**config.mk**
```make
export PLATFORM = sky130hd
export DESIGN_NAME = morph_gate_array
export DESIGN_NICKNAME = d
export VERILOG_FILES = /design/src/rtl/morph_pkg.sv /design/src/rtl/morph_ctl_decode.sv /design/src/rtl/morph_cell.sv /design/src/rtl/morph_err_flag.sv /design/src/rtl/morph_gate_array.sv
export SDC_FILE = /design/constraint.sdc
export NUM_CORES = 1
export LEC_CHECK = 0
export BUFFER_PORTS_ARGS = -buffer_cell sky130_fd_sc_hd__buf_2
export CAP_MARGIN = 30
export CORE_MARGIN = 5
export CORE_UTILIZATION = 30
export CTS_CLUSTER_SIZE = 20
export DETAILED_ROUTE_END_ITERATION = 16
export MAX_ROUTING_LAYER = met4
export SETUP_SLACK_MARGIN = 0.2
export SLEW_MARGIN = 15
export SYNTH_ARGS = -nofsm -noshare
export SYNTH_HDL_FRONTEND = slang
export SYNTH_HIERARCHICAL = 1
export SYNTH_SLANG_ARGS = --single-unit
```
**constraint.sdc**
```tcl
create_clock -name clk -period 2.4 [get_ports clk]
set_clock_uncertainty 0.1 [all_clocks]
set_input_delay 0.48 -clock clk [delete_from_list [all_inputs] [get_ports clk]]
set_output_delay 0.48 -clock clk [all_outputs]
set_load 0.05 [all_outputs]
```
**src/rtl/morph_pkg.sv**
```systemverilog
// Package: types shared by the reconfigurable gate array.
// Assumes: the two cell legs are never both set (the programming logic prevents it).
package morph_pkg;

    // Stored state of one cell: one bit per leg.
    typedef struct packed {
        logic nor_leg;
        logic nand_leg;
    } cell_state_t;

    // Decoded meaning of the two global programming lines.
    typedef enum logic [1:0] {
        PH_RUN      = 2'b00,
        PH_SET_NAND = 2'b01,
        PH_SET_NOR  = 2'b10,
        PH_FAULT    = 2'b11
    } phase_e;

endpackage

```
**src/rtl/morph_ctl_decode.sv**
```systemverilog
// Module: morph_ctl_decode
// Decodes the two global programming lines into an array-wide phase.
// Assumes: the lines are synchronous to clk. Both high is a misuse and decodes to PH_FAULT.
module morph_ctl_decode
    import morph_pkg::*;
(
    input  logic   cfg_x,
    input  logic   cfg_y,
    output phase_e phase
);

    // Map the line pair onto a phase.
    always_comb begin
        unique case ({cfg_y, cfg_x})
            2'b00:   phase = PH_RUN;
            2'b01:   phase = PH_SET_NAND;
            2'b10:   phase = PH_SET_NOR;
            default: phase = PH_FAULT;
        endcase
    end

endmodule

```
**src/rtl/morph_cell.sv**
```systemverilog
// Module: morph_cell
// One reconfigurable two-input cell. It holds a two-bit state, loaded by the
// array phase together with the cell's own inputs, and evaluates the stored
// function combinationally.
// Assumes: synchronous active-low reset. The state is changed only in a valid programming phase.
module morph_cell
    import morph_pkg::*;
(
    input  logic   clk,
    input  logic   rst_n,
    input  phase_e phase,
    input  logic   a,
    input  logic   b,
    output logic   y,
    output logic   blank
);

    cell_state_t state_q;
    cell_state_t state_d;
    logic        hit_nand;
    logic        hit_nor;

    // Detect the two defined programming patterns.
    always_comb begin
        hit_nand = (phase == PH_SET_NAND) && a && !b;
        hit_nor  = (phase == PH_SET_NOR) && !a && b;
    end

    // Pick the next state. Every other case holds the current state.
    always_comb begin
        state_d = state_q;
        if (hit_nand) begin
            state_d.nand_leg = 1'b1;
            state_d.nor_leg  = 1'b0;
        end else if (hit_nor) begin
            state_d.nand_leg = 1'b0;
            state_d.nor_leg  = 1'b1;
        end
    end

    // State register with synchronous reset to blank.
    always_ff @(posedge clk) begin
        if (!rst_n) state_q <= '0;
        else        state_q <= state_d;
    end

    // Evaluate the stored function. A blank cell drives 0.
    always_comb begin
        unique case ({state_q.nor_leg, state_q.nand_leg})
            2'b01:   y = ~(a & b);
            2'b10:   y = ~(a | b);
            default: y = 1'b0;
        endcase
        blank = !state_q.nand_leg && !state_q.nor_leg;
    end

    AST_LEGS_EXCLUSIVE: assert property (@(posedge clk) disable iff (!rst_n)
        $onehot0({state_q.nor_leg, state_q.nand_leg}));
    AST_NAND_LOAD: assert property (@(posedge clk) disable iff (!rst_n)
        (phase == PH_SET_NAND && a && !b) |=> (y == ~(a & b)) && !blank);
    AST_NOR_LOAD: assert property (@(posedge clk) disable iff (!rst_n)
        (phase == PH_SET_NOR && !a && b) |=> (y == ~(a | b)) && !blank);
    AST_RUN_HOLD: assert property (@(posedge clk) disable iff (!rst_n)
        (phase == PH_RUN) |=> $stable(state_q));
    AST_FAULT_HOLD: assert property (@(posedge clk) disable iff (!rst_n)
        (phase == PH_FAULT) |=> $stable(state_q));
    AST_BAD_PAIR_HOLD: assert property (@(posedge clk) disable iff (!rst_n)
        (phase == PH_SET_NAND && !(a && !b)) |=> $stable(state_q));
    AST_BLANK_LOW: assert property (@(posedge clk) disable iff (!rst_n)
        blank |-> (y == 1'b0));

endmodule

```
**src/rtl/morph_err_flag.sv**
```systemverilog
// Module: morph_err_flag
// Sticky flag, raised by any cycle in which both programming lines are high.
// Assumes: only reset clears the flag.
module morph_err_flag
    import morph_pkg::*;
(
    input  logic   clk,
    input  logic   rst_n,
    input  phase_e phase,
    output logic   err
);

    // Set on a fault phase and hold until reset.
    always_ff @(posedge clk) begin
        if (!rst_n)                 err <= 1'b0;
        else if (phase == PH_FAULT) err <= 1'b1;
    end

    AST_ERR_STICKY: assert property (@(posedge clk) disable iff (!rst_n)
        err |=> err);
    AST_ERR_SET: assert property (@(posedge clk) disable iff (!rst_n)
        (phase == PH_FAULT) |=> err);

endmodule

```
**src/rtl/morph_gate_array.sv**
```systemverilog
// Module: morph_gate_array
// Top of the array. It holds NUM_CELLS reconfigurable NAND/NOR cells, which
// share one decoder for the programming lines, plus the sticky misuse flag.
// Assumes: the programming lines and the cell inputs are synchronous to clk.
module morph_gate_array
    import morph_pkg::*;
#(
    parameter int NUM_CELLS = 8
) (
    input  logic                 clk,
    input  logic                 rst_n,
    input  logic                 cfg_x,
    input  logic                 cfg_y,
    input  logic [NUM_CELLS-1:0] in_a,
    input  logic [NUM_CELLS-1:0] in_b,
    output logic [NUM_CELLS-1:0] out_y,
    output logic [NUM_CELLS-1:0] blank,
    output logic                 ctl_err
);

    localparam int LAST_CELL = NUM_CELLS - 1;

    phase_e phase;

    morph_ctl_decode u_decode (
        .cfg_x (cfg_x),
        .cfg_y (cfg_y),
        .phase (phase)
    );

    morph_err_flag u_err (
        .clk   (clk),
        .rst_n (rst_n),
        .phase (phase),
        .err   (ctl_err)
    );

    for (genvar i = 0; i <= LAST_CELL; i++) begin : g_cell
        morph_cell u_cell (
            .clk   (clk),
            .rst_n (rst_n),
            .phase (phase),
            .a     (in_a[i]),
            .b     (in_b[i]),
            .y     (out_y[i]),
            .blank (blank[i])
        );
    end

    AST_RESET_STATE: assert property (@(posedge clk)
        !rst_n |=> (blank == '1) && !ctl_err);

endmodule

```
==> reports/summary.txt, run 1 <==
CTS root buf -> clkbuf_8
Final Cycle Share -> 84.4%
Post-Syn Area -> 0.00155 mm^2
GRT Max-Usage Layer -> met2
CP endpoint kind -> output pin
Cell type with the largest total area after synthesis -> dfxtp_1
Largest family of logic cells by synthesized area -> simple AND/OR/NAND/NOR gates
M1 GR Usage -> 13.4%
DRT Wirelength -> 3250 um
Core box area -> 0.00507 mm^2
Synth top area share -> 22.0%
Clock Tree Buf Depth -> 2
First-pass GRT wire length -> 5660 um
Yosys cell types -> 16
Setup Fix Bufs, Post-CTS -> 0
Setup tns final -> 0 ps
Syn Nets -> 201
ANT nets after route -> 0
Met3 GRT Util -> 1.64%
Vias -> 1274
Max-cap violation count -> 0
Layout overhead on the synthesized area -> 19.7%
Final-stage net count -> 240
Number of buffers created by CTS -> 3
Crit path max fanout -> 3
Post-synthesis compound-gate area fraction -> 24.9%
Yosys reg bits -> 17
Initial DRC Count -> 19
Clk sinks -> 17
Post-synth top cells -> ha_1, inv_1, dfxtp_1
PortBufs -> 36
Share of cells above drive strength 1 -> 28.2%
RSZ-0062 raised after global routing -> no
Clock slew at reported path FFs -> 70 ps
Type of origin of the critical path -> flop
LEAKAGE -> 0.724 nW
Synth warn -> 6
Post-synth EDFFs -> 0
Post-Synth Adder-Cell Area -> 19.4%
Syn avg cell area -> 9.87 um^2
Drt drc -> 0
GR Util met2 -> 17.6%
Max VDD drop -> 202 uV
Worst Setup Path Type -> flop to output pin
Top post-synthesis cells by area -> dfxtp_1, ha_1, a2111oi_2, a211oi_2, and4bb_1
Multiplexer share of the synthesized area -> 0%
Die Footprint -> 0.00671 mm^2
Gates resized, CTS repair -> 0
CTS H-Tree Depth -> 1
I/O pins -> 37
Slew Limit Fails -> 0
Skew-Pair Late Insertion Delay -> 250 ps
Worst-margin pin slew -> 506 ps
Congestion Overflow GR -> 0
Max frequency -> 493 MHz
Synthesized instance count -> 157
Final Worst Setup Slack -> 374 ps
CP Data Required Time -> 1820 ps
Ys async rst share -> 0%
Final Wtd Congestion -> 0.705
Chip width -> 81.9 um
Area of the multi-input gates -> 0.00111 mm^2
Primary FF master, synth -> dfxtp_1
Die Ht -> 81.9 um
Seq/Total Area, Yosys -> 22.0%
Status -> complete, no violations
Hold Path Class -> flop to flop
Synth Area in Simple Gates -> 27.5%
Filler cells -> 527
Power, Total -> 0.669 mW
TritonCTS clock tree -> done
Critical path arrival -> 1450 ps
Final Critical Period -> 2030 ps
DR WL/cell -> 12.3 um
Maximum number of pins on one net before global-route repair -> 34
Rel. slew slack -> 66.3%
N_diodes -> 0
CTS Hold Bufs -> 0
Placement Rows -> 26
Register Area -> 340 um^2
Initial Utilization -> 30.5%
Initial antenna violation count -> 0
Total track usage -> 10.5%
DRT Pass-1 Iters -> 4
Final Hold Vio Count -> 0
DP Worst Slack -> 604 ps
Vias per Instance -> 4.81
Synth Area in XOR/XNOR -> 0%
Vias in the first global route -> 1206
Power Density -> 361 mW/mm^2
DP Wirelength -> 2330 um
Final setup fails -> 0
routing by layer:
metal	vias to the layer above	share of wire (%)
met5	-	0
met4	0	1.0
met3	2	2.9
met2	20	47
met1	597	49
li1	655	-
kinds of logic after synthesis:
logic type,count (synthesis)
buffers and inverters,26
AND/OR/NAND/NOR,49
flip-flops,17
adder cells (fa/ha/maj),24
AO/OA/AOI/OAI,41
cell usage in the layout (no fill, tap or decap):
| master | n |
|---|---|
| and4bb_1 | 8 |
| a21boi_0 | 8 |
| nor2b_1 | 9 |
| a21oi_1 | 1 |
| nor3b_1 | 8 |
| a211oi_2 | 8 |
| ha_1 | 24 |
| dfxtp_1 | 17 |
| nor4bb_1 | 8 |
| o21ai_0 | 8 |
| or3b_1 | 8 |
| buf_2 | 36 |
| clkbuf_8 | 3 |
| inv_1 | 24 |
| clkbuf_1 | 1 |
| nand3b_1 | 8 |
| o21a_1 | 8 |
| a2111oi_2 | 8 |
critical path, cell delays in order (launching register included):
cell and delay (ps):
dfxtp_1 330, inv_1 110, ha_1 160, nor3b_1 190
o21a_1 150, buf_2 250
worst paths after layout:
check                                           start                                       end  slack [ps]  depth (start not counted)
max          g_cell[0].u_cell/state_q[0]$_SDFFE_PN0P_                                  out_y[0]         370                          5
min                            u_err/err$_SDFFE_PN0N_                    u_err/err$_SDFFE_PN0N_         410                          2
max reg2reg  g_cell[5].u_cell/state_q[0]$_SDFFE_PN0P_  g_cell[5].u_cell/state_q[0]$_SDFFE_PN0P_        1450                          2
min reg2reg                    u_err/err$_SDFFE_PN0N_                    u_err/err$_SDFFE_PN0N_         410                          2
flip-flops by register name (all words and copies together), names as in the netlist:
register	count
g_cell.u_cell/state_q	16
u_err/err	1
power breakdown:
part	leakage (nW)	total, mW	internal [mW]	switching (mW)
logic	0.563	0.156	0.0560	0.100
registers	0.138	0.295	0.290	0.00545
clock network	0.0228	0.218	0.118	0.100
final cells by class:
cell class | count | share of cell area, %
flip-flops and latches | 17 | 18.3
inverters | 24 | 4.86
well taps | 70 | 4.72
clock buffers | 4 | 2.43
multi-input cells | 114 | 59.9
repair buffers | 36 | 9.71
per-stage QoR:
stage	utilization (%)	instance area (um^2)	std cells	hold WS, ps
finish	36.6	1860	265	405
global route	36.6	1860	265	424
CTS	36.6	1860	265	406
detailed placement	35.7	1810	261	387
global placement	35.7	1810	261	388
floorplan	-	1550	157	403
Note: power is estimated with default switching activity, not from simulation.
==> run 2, diff against run 1 <==
clock period = 2 ns   (was 2.4 ns; I/O delays follow)
==> reports/summary.txt, run 2 (same netlist as run 1, synthesis figures left out) <==
Status -> complete, no violations
DRT Wirelength -> 3510 um (+8.0%)
Hold Path Class -> input port to flop
LEAKAGE -> 0.830 nW (+15%)
Congestion Overflow GR -> 0 (unchanged)
Sw Share -> 32.4% (+1.7 points)
WHS Endpoint -> g_cell[3].u_cell/state_q[0]$_SDFFE_PN0P_
Setup tns final -> 0 ps (unchanged)
Initial antenna violation count -> 0 (unchanged)
Max reg flops -> 16 (unchanged)
Number of buffers created by CTS -> 3 (unchanged)
Maximum number of pins on one net before global-route repair -> 34 (unchanged)
CTS H-Tree Depth -> 1 (unchanged)
I/O pins -> 37 (unchanged)
N_diodes -> 0 (unchanged)
Initial DRC Count -> 33 (+14)
Area of the multi-input gates -> 0.00128 mm^2 (+15%)
Internal reg-to-reg setup slack -> 850 ps (-600 ps)
Critical path arrival -> 1310 ps (-140 ps)
DP Wirelength -> 2260 um (-3.0%)
Vias -> 1343 (+5.4%)
Vias in the first global route -> 1208 (+0.17%)
Filler cells -> 507 (-3.8%)
Clock Tree Buf Depth -> 2 (unchanged)
Hold Path Cell Cnt -> 3 (+1)
Die Ht -> 81.9 um (unchanged)
Final Wtd Congestion -> 0.715 (+1.4%)
Final Critical Period -> 1810 ps
PortBufs -> 36 (unchanged)
Placement Rows -> 26 (unchanged)
Layout overhead on the synthesized area -> 45.3%
Power Density -> 369 mW/mm^2 (+2.2%)
CTS Hold Bufs -> 0 (unchanged)
Power, Total -> 0.830 mW (+24%)
CP max stage delay -> 380 ps (+50 ps)
Hold_sp -> in_a[3]
Type of origin of the critical path -> flop
Slew Limit Fails -> 0 (unchanged)
Worst-margin pin slew -> 497 ps (-9.60 ps)
Combinational power share -> 25.3% (+2.0 points)
Critical R2R Launch -> g_cell[7].u_cell/state_q[0]$_SDFFE_PN0P_
Top Registers -> g_cell.u_cell/state_q (16), u_err/err (1)
CP endpoint kind -> output pin
Max-cap violation count -> 0 (unchanged)
Max frequency -> 553 MHz
Crit. path cell count -> 5 (unchanged)
TritonCTS clock tree -> done
Skew-Pair Late Insertion Delay -> 250 ps (about the same)
Reg2reg end -> g_cell[7].u_cell/state_q[0]$_SDFFE_PN0P_
Internal power -> 0.561 mW (+21%)
Most common cell after layout, fill and taps aside -> buf_2
Net switching power -> 0.269 mW (+31%)
RSZ-0062 raised after global routing -> yes
Final Hold Vio Count -> 0 (unchanged)
Path depth of the worst reg2reg path -> 4 (+2)
Max VDD drop -> 168 uV (-17%)
Crit path max fanout -> 3 (unchanged)
Seq pwr share -> 42.3% (-1.8 points)
Drt drc -> 0 (unchanged)
Worst Setup Path Type -> flop to output pin
Final Cycle Share -> 90.4%
Register Area -> 385 um^2 (+13%)
Final-stage net count -> 254 (+5.8%)
DR WL/cell -> 12.6 um (+2.5%)
Final setup fails -> 0 (unchanged)
Initial Utilization -> 30.5% (unchanged)
Worst Path Buf+Inv -> 2 (unchanged)
DRT Pass-1 Iters -> 4 (unchanged)
First-pass GRT wire length -> 5490 um (-2.9%)
ANT nets after route -> 0 (unchanged)
Top Family by Delay on Critical Path -> flip-flops
CP Data Required Time -> 1500 ps (-320 ps)
Rel. slew slack -> 66.9% (+0.64 points)
Worst hold slack -> 380 ps (-25.6 ps)
Commonest non-fill, non-tap cells in the layout -> buf_2, buf_4, ha_1, inv_4, dfxtp_4
Biggest register -> g_cell.u_cell/state_q
Clk sinks -> 17 (unchanged)
Clk pwr share -> 32.4% (-0.2 points)
CTS root buf -> clkbuf_8
Share of cells above drive strength 1 -> 60.8% (+33 points)
Core box area -> 0.00507 mm^2 (unchanged)
Total track usage -> 10.5% (-0.065 points)
Critical-path top delay cell -> dfxtp_4
Die Footprint -> 0.00671 mm^2 (unchanged)
Cell Chain, Critical Path -> inv_4 -> ha_4 -> nor3b_2 -> o21a_1 -> buf_6
Clock slew at reported path FFs -> 70 ps (about the same)
Vias per Instance -> 4.81 (+0.13%)
Chip width -> 81.9 um (unchanged)
## run 2: cell types whose count changed in the layout (fill, tap and decap cells not counted), moves of 10 or more
cell / change
dfxtp_4: +10
inv_1: -16
buf_4: +14
dfxtp_1: -16
ha_1: -13
inv_4: +10
## run 2: per-stage QoR
stage / instance area [um^2] / setup WS, ps / utilization (%) / std cells
CTS: 2040 / 191 / 40.1 / 275
global placement: 1810 / 335 / 35.7 / 261
floorplan: 1550 / 313 / - / 157
detailed placement: 1810 / 339 / 35.7 / 261
global route: 2250 / 126 / 44.4 / 279
finish: 2250 / 191 / 44.4 / 279
## run 2: cell type report
type	count	area share [%]
well taps	70	3.89
multi-input cells	114	57.0
flip-flops and latches	17	17.1
inverters	24	5.11
clock buffers	4	2.00
repair buffers	50	14.9
## run 2: repair_timing
item | CTS | global route
setup endpoints to repair | 8 | 8
pin swaps | 9 | 13
cloned | 0 | 0
setup buffers | 10 | 4
gates resized for setup | 63 | 47
## run 2: how the worst max path moves through the flow
stage / from / slack (ps) / end
after global placement: g_cell[3].u_cell/state_q[0]$_SDFFE_PN0P_ / 340 / out_y[3]
after floorplan: cfg_y / 310 / g_cell[0].u_cell/state_q[1]$_SDFFE_PP0P_
after detailed placement: g_cell[0].u_cell/state_q[1]$_SDFFE_PP0P_ / 340 / out_y[0]
final: g_cell[6].u_cell/state_q[0]$_SDFFE_PN0P_ / 190 / out_y[6]
after CTS: g_cell[1].u_cell/state_q[0]$_SDFFE_PN0P_ / 190 / out_y[1]
after global routing: g_cell[6].u_cell/state_q[0]$_SDFFE_PN0P_ / 130 / out_y[6]
## run 2: metal layers
| metal | wire length (um) | track usage [%] | part of all wire [%] | vias to the layer above |
|---|---|---|---|---|
| met5 | 0 | - | 0 | - |
| met1 | 1630 | 13.5 | 47 | 639 |
| met2 | 1740 | 16.9 | 50 | 18 |
| met4 | 34 | 3.49 | 0.97 | 0 |
| li1 | - | - | - | 684 |
| met3 | 103 | 1.32 | 2.9 | 2 |
## run 2: worst reg2reg max path, stage by stage, from the launching register on
cell and delay [ps]:
dfxtp_2 360, inv_2 60, buf_4 130, buf_4 120, a2111oi_2 280
## run 2: power by group through the flow
stage	Sequential, mW	Clock, mW	Combinational [mW]
global placement	0.362	0	0.187
global route	0.352	0.293	0.231
floorplan	0.366	0	0.124
detailed placement	0.362	0	0.188
finish	0.351	0.269	0.210
CTS	0.357	0.283	0.200
==> run 3, diff against run 2 <==
ABC_AREA = 1   (was default)
==> reports/summary.txt, run 3 <==
Post-synthesis compound-gate area fraction -> 11.5% (-13 points)
Die Ht -> 75.8 um (-7.4%)
Power Density -> 473 mW/mm^2 (+28%)
I/O pins -> 37 (unchanged)
Post-Synth Adder-Cell Area -> 23.1% (+3.8 points)
CP Data Required Time -> 1500 ps (about the same)
Placed insts -> 285 (+9.2%)
Rel. slew slack -> 78.4% (+11 points)
Initial Utilization -> 30.5% (-0.090 points)
Ys async rst share -> 0% (unchanged)
CP max stage delay -> 350 ps (-30 ps)
Critical R2R Launch -> g_cell[7].u_cell/state_q[1]$_SDFFE_PP0P_
RSZ-0062 raised after global routing -> yes
Multiplexer share of the synthesized area -> 0% (unchanged)
Congestion Overflow GR -> 0 (unchanged)
Total track usage -> 9.96% (-0.50 points)
Post-synth top cells -> nand2_1, inv_1, nor2_1
Clock Tree Buf Depth -> 2 (unchanged)
Most common cell after layout, fill and taps aside -> nand2_1
Status -> complete, no violations
Final Wtd Congestion -> 0.692 (-3.2%)
Yosys cell types -> 10 (-6)
Reg2reg end -> g_cell[7].u_cell/state_q[1]$_SDFFE_PP0P_
GR Util met2 -> 16.2% (-0.72 points)
Syn avg cell area -> 6.53 um^2 (-34%)
LEAKAGE -> 0.809 nW (-2.5%)
Skew-Pair Late Insertion Delay -> 250 ps (about the same)
Primary FF master, synth -> dfxtp_1
Type of origin of the critical path -> flop
Hold_sp -> u_err/err$_SDFFE_PN0N_
M1 GR Usage -> 12.1% (-1.3 points)
Synth Area in XOR/XNOR -> 0% (unchanged)
Number of buffers created by CTS -> 3 (unchanged)
Worst Path Buf+Inv -> 2 (unchanged)
Initial antenna violation count -> 0 (unchanged)
Clock slew at reported path FFs -> 70 ps (about the same)
Max frequency -> 573 MHz (+3.7%)
Internal reg-to-reg setup slack -> 1190 ps (+340 ps)
Crit path max fanout -> 3 (unchanged)
Layout Utilization -> 40.1% (-4.2 points)
Largest family of logic cells by synthesized area -> simple AND/OR/NAND/NOR gates
DP Area -> 0.00157 mm^2 (-13%)
Cell type with the largest total area after synthesis -> dfxtp_1
Vias in the first global route -> 1052 (-13%)
ANT nets after route -> 0 (unchanged)
Final Hold Vio Count -> 0 (unchanged)
Worst-margin pin slew -> 324 ps (-172 ps)
Slew Limit Fails -> 0 (unchanged)
WHS Endpoint -> u_err/err$_SDFFE_PN0N_
Drt drc -> 0 (unchanged)
Max reg flops -> 16 (unchanged)
Met3 GRT Util -> 1.72% (+0.40 points)
Initial DRC Count -> 43 (+30%)
Seq/Total Area, Yosys -> 26.2% (+4.3 points)
Filler cells -> 473 (-6.7%)
TritonCTS clock tree -> done
Top post-synthesis cells by area -> dfxtp_1, ha_1, nand2_1, inv_1, nor2_1
Hold Path Class -> flop to flop
Top Family by Delay on Critical Path -> flip-flops
Max VDD drop -> 201 uV (+19%)
Hold Path Cell Cnt -> 2 (-1)
Worst hold slack -> 360 ps (-19.2 ps)
CTS Hold Bufs -> 0 (unchanged)
CP endpoint kind -> output pin
Synth top area share -> 26.2% (+4.3 points)
Biggest register -> g_cell.u_cell/state_q
Post-synth EDFFs -> 0 (unchanged)
Critical path arrival -> 1240 ps (-70 ps)
Syn Nets -> 243 (+21%)
N_diodes -> 0 (unchanged)
Share of cells above drive strength 1 -> 32.0% (-29 points)
Synth warn -> 6 (unchanged)
Post-route cell area -> 0.00171 mm^2 (-24%)
Critical-path top delay cell -> dfxtp_2
Cell Chain, Critical Path -> inv_2 -> ha_1 -> a21boi_2 -> buf_6
Worst Setup Path Type -> flop to output pin
Synthesized instance count -> 199 (+27%)
CTS root buf -> clkbuf_8
Maximum number of pins on one net before global-route repair -> 18 (-47%)
Vias per Instance -> 4.09 (-15%)
DR WL/cell -> 9.03 um (-28%)
Max-cap violation count -> 0 (unchanged)
Yosys reg bits -> 17 (unchanged)
Vias -> 1198 (-11%)
DRT Pass-1 Iters -> 4 (unchanged)
Die Footprint -> 0.00574 mm^2 (-14%)
Post-Syn Area -> 0.00130 mm^2 (-16%)
Final setup fails -> 0 (unchanged)
DRT Wirelength -> 2650 um (-25%)
Synth Area in Simple Gates -> 28.8% (+1.3 points)
Chip width -> 75.8 um (-7.4%)
Setup tns final -> 0 ps (unchanged)
Clk sinks -> 17 (unchanged)
DP Wirelength -> 2050 um (-9.4%)
Non-Filler Instances -> 293 (+5.0%)
GRT Max-Usage Layer -> met2
Path depth of the worst reg2reg path -> 3 (-1)
Core box area -> 0.00426 mm^2 (-16%)
Final-stage net count -> 286 (+13%)
Most common cell in the netlist -> nand2_1
Final Cycle Share -> 87.2% (-3.2 points)
Top Registers -> g_cell.u_cell/state_q (16), u_err/err (1)
PortBufs -> 36 (unchanged)
Layout overhead on the synthesized area -> 31.8%
First-pass GRT wire length -> 4370 um (-20%)
Commonest non-fill, non-tap cells in the layout -> nand2_1, nor2_1, buf_2, inv_1, ha_1
Placement Rows -> 24 (-7.7%)
CTS H-Tree Depth -> 1 (unchanged)
Final Critical Period -> 1740 ps (-63.9 ps)
[run 3: cell types whose count changed in the layout (fill, tap and decap cells not counted), moves of 13 or more]
cell and delta:
nand2_1 +57, nor2_1 +32, a21oi_1 +15, inv_1 +17
ha_1 +13
[run 3: routing by layer]
metal | part of all wire, % | routed length [um] | up-vias
met5 | 0 | 0 | -
met4 | 0.57 | 15 | 0
met3 | 5.3 | 141 | 2
met2 | 48 | 1260 | 19
met1 | 46 | 1220 | 488
li1 | - | - | 689
[run 3: cells by family after synthesis]
family	count (synthesis)
and+or+nand+nor	97
buffers and inverters	36
AOI/OAI and AO/OA	25
adders and majority gates	24
DFF	17
[run 3: where the power goes]
part	internal, mW	switching [mW]	total, mW
Combinational	0.0643	0.127	0.191
Clock	0.141	0.114	0.256
Sequential	0.353	0.00947	0.363
[run 3: timing repair]
| action | CTS | global route |
|---|---|---|
| hold endpoints to repair | 0 | 0 |
| buffers inserted | 0 | 4 |
| resized for setup | 12 | 29 |
| pin swaps | 0 | 3 |
| setup endpoints to repair | 8 | 8 |
[run 3: worst max path at each step]
stage / from / end / slack, ps / cells after the start
after global placement: g_cell[0].u_cell/state_q[1]$_SDFFE_PP0P_ / out_y[0] / 440 / 4
after global routing: g_cell[0].u_cell/state_q[1]$_SDFFE_PP0P_ / out_y[0] / 190 / 4
after floorplan: g_cell[0].u_cell/state_q[0]$_SDFFE_PN0P_ / out_y[0] / 370 / 3
after CTS: g_cell[0].u_cell/state_q[0]$_SDFFE_PN0P_ / out_y[0] / 180 / 4
after detailed placement: g_cell[0].u_cell/state_q[1]$_SDFFE_PP0P_ / out_y[0] / 410 / 4
final: g_cell[0].u_cell/state_q[0]$_SDFFE_PN0P_ / out_y[0] / 260 / 4
[run 3: tightest hold or removal path, cell delays in order, from the launching register on]
cell and delay [ps]:
dfxtp_1 310, inv_1 60, a21oi_2 50
[run 3: cell type report]
type / instances / area, um^2 / share of cell area, %
Timing Repair Buffer: 40 / 260 / 15.2
Sequential cell: 17 / 360 / 21.1
Tap cell: 52 / 65.1 / 3.80
Clock buffer: 4 / 45.0 / 2.63
Inverter: 34 / 128 / 7.46
Multi-Input combinational cell: 146 / 853 / 49.9
[run 3: through the flow]
stage,setup WS [ps],power (mW)
3_3_place_gp,435,0.553
5_1_grt,193,0.871
4_1_cts,176,0.822
3_5_place_dp,407,0.555
6_report,255,0.809
2_1_floorplan,373,0.499
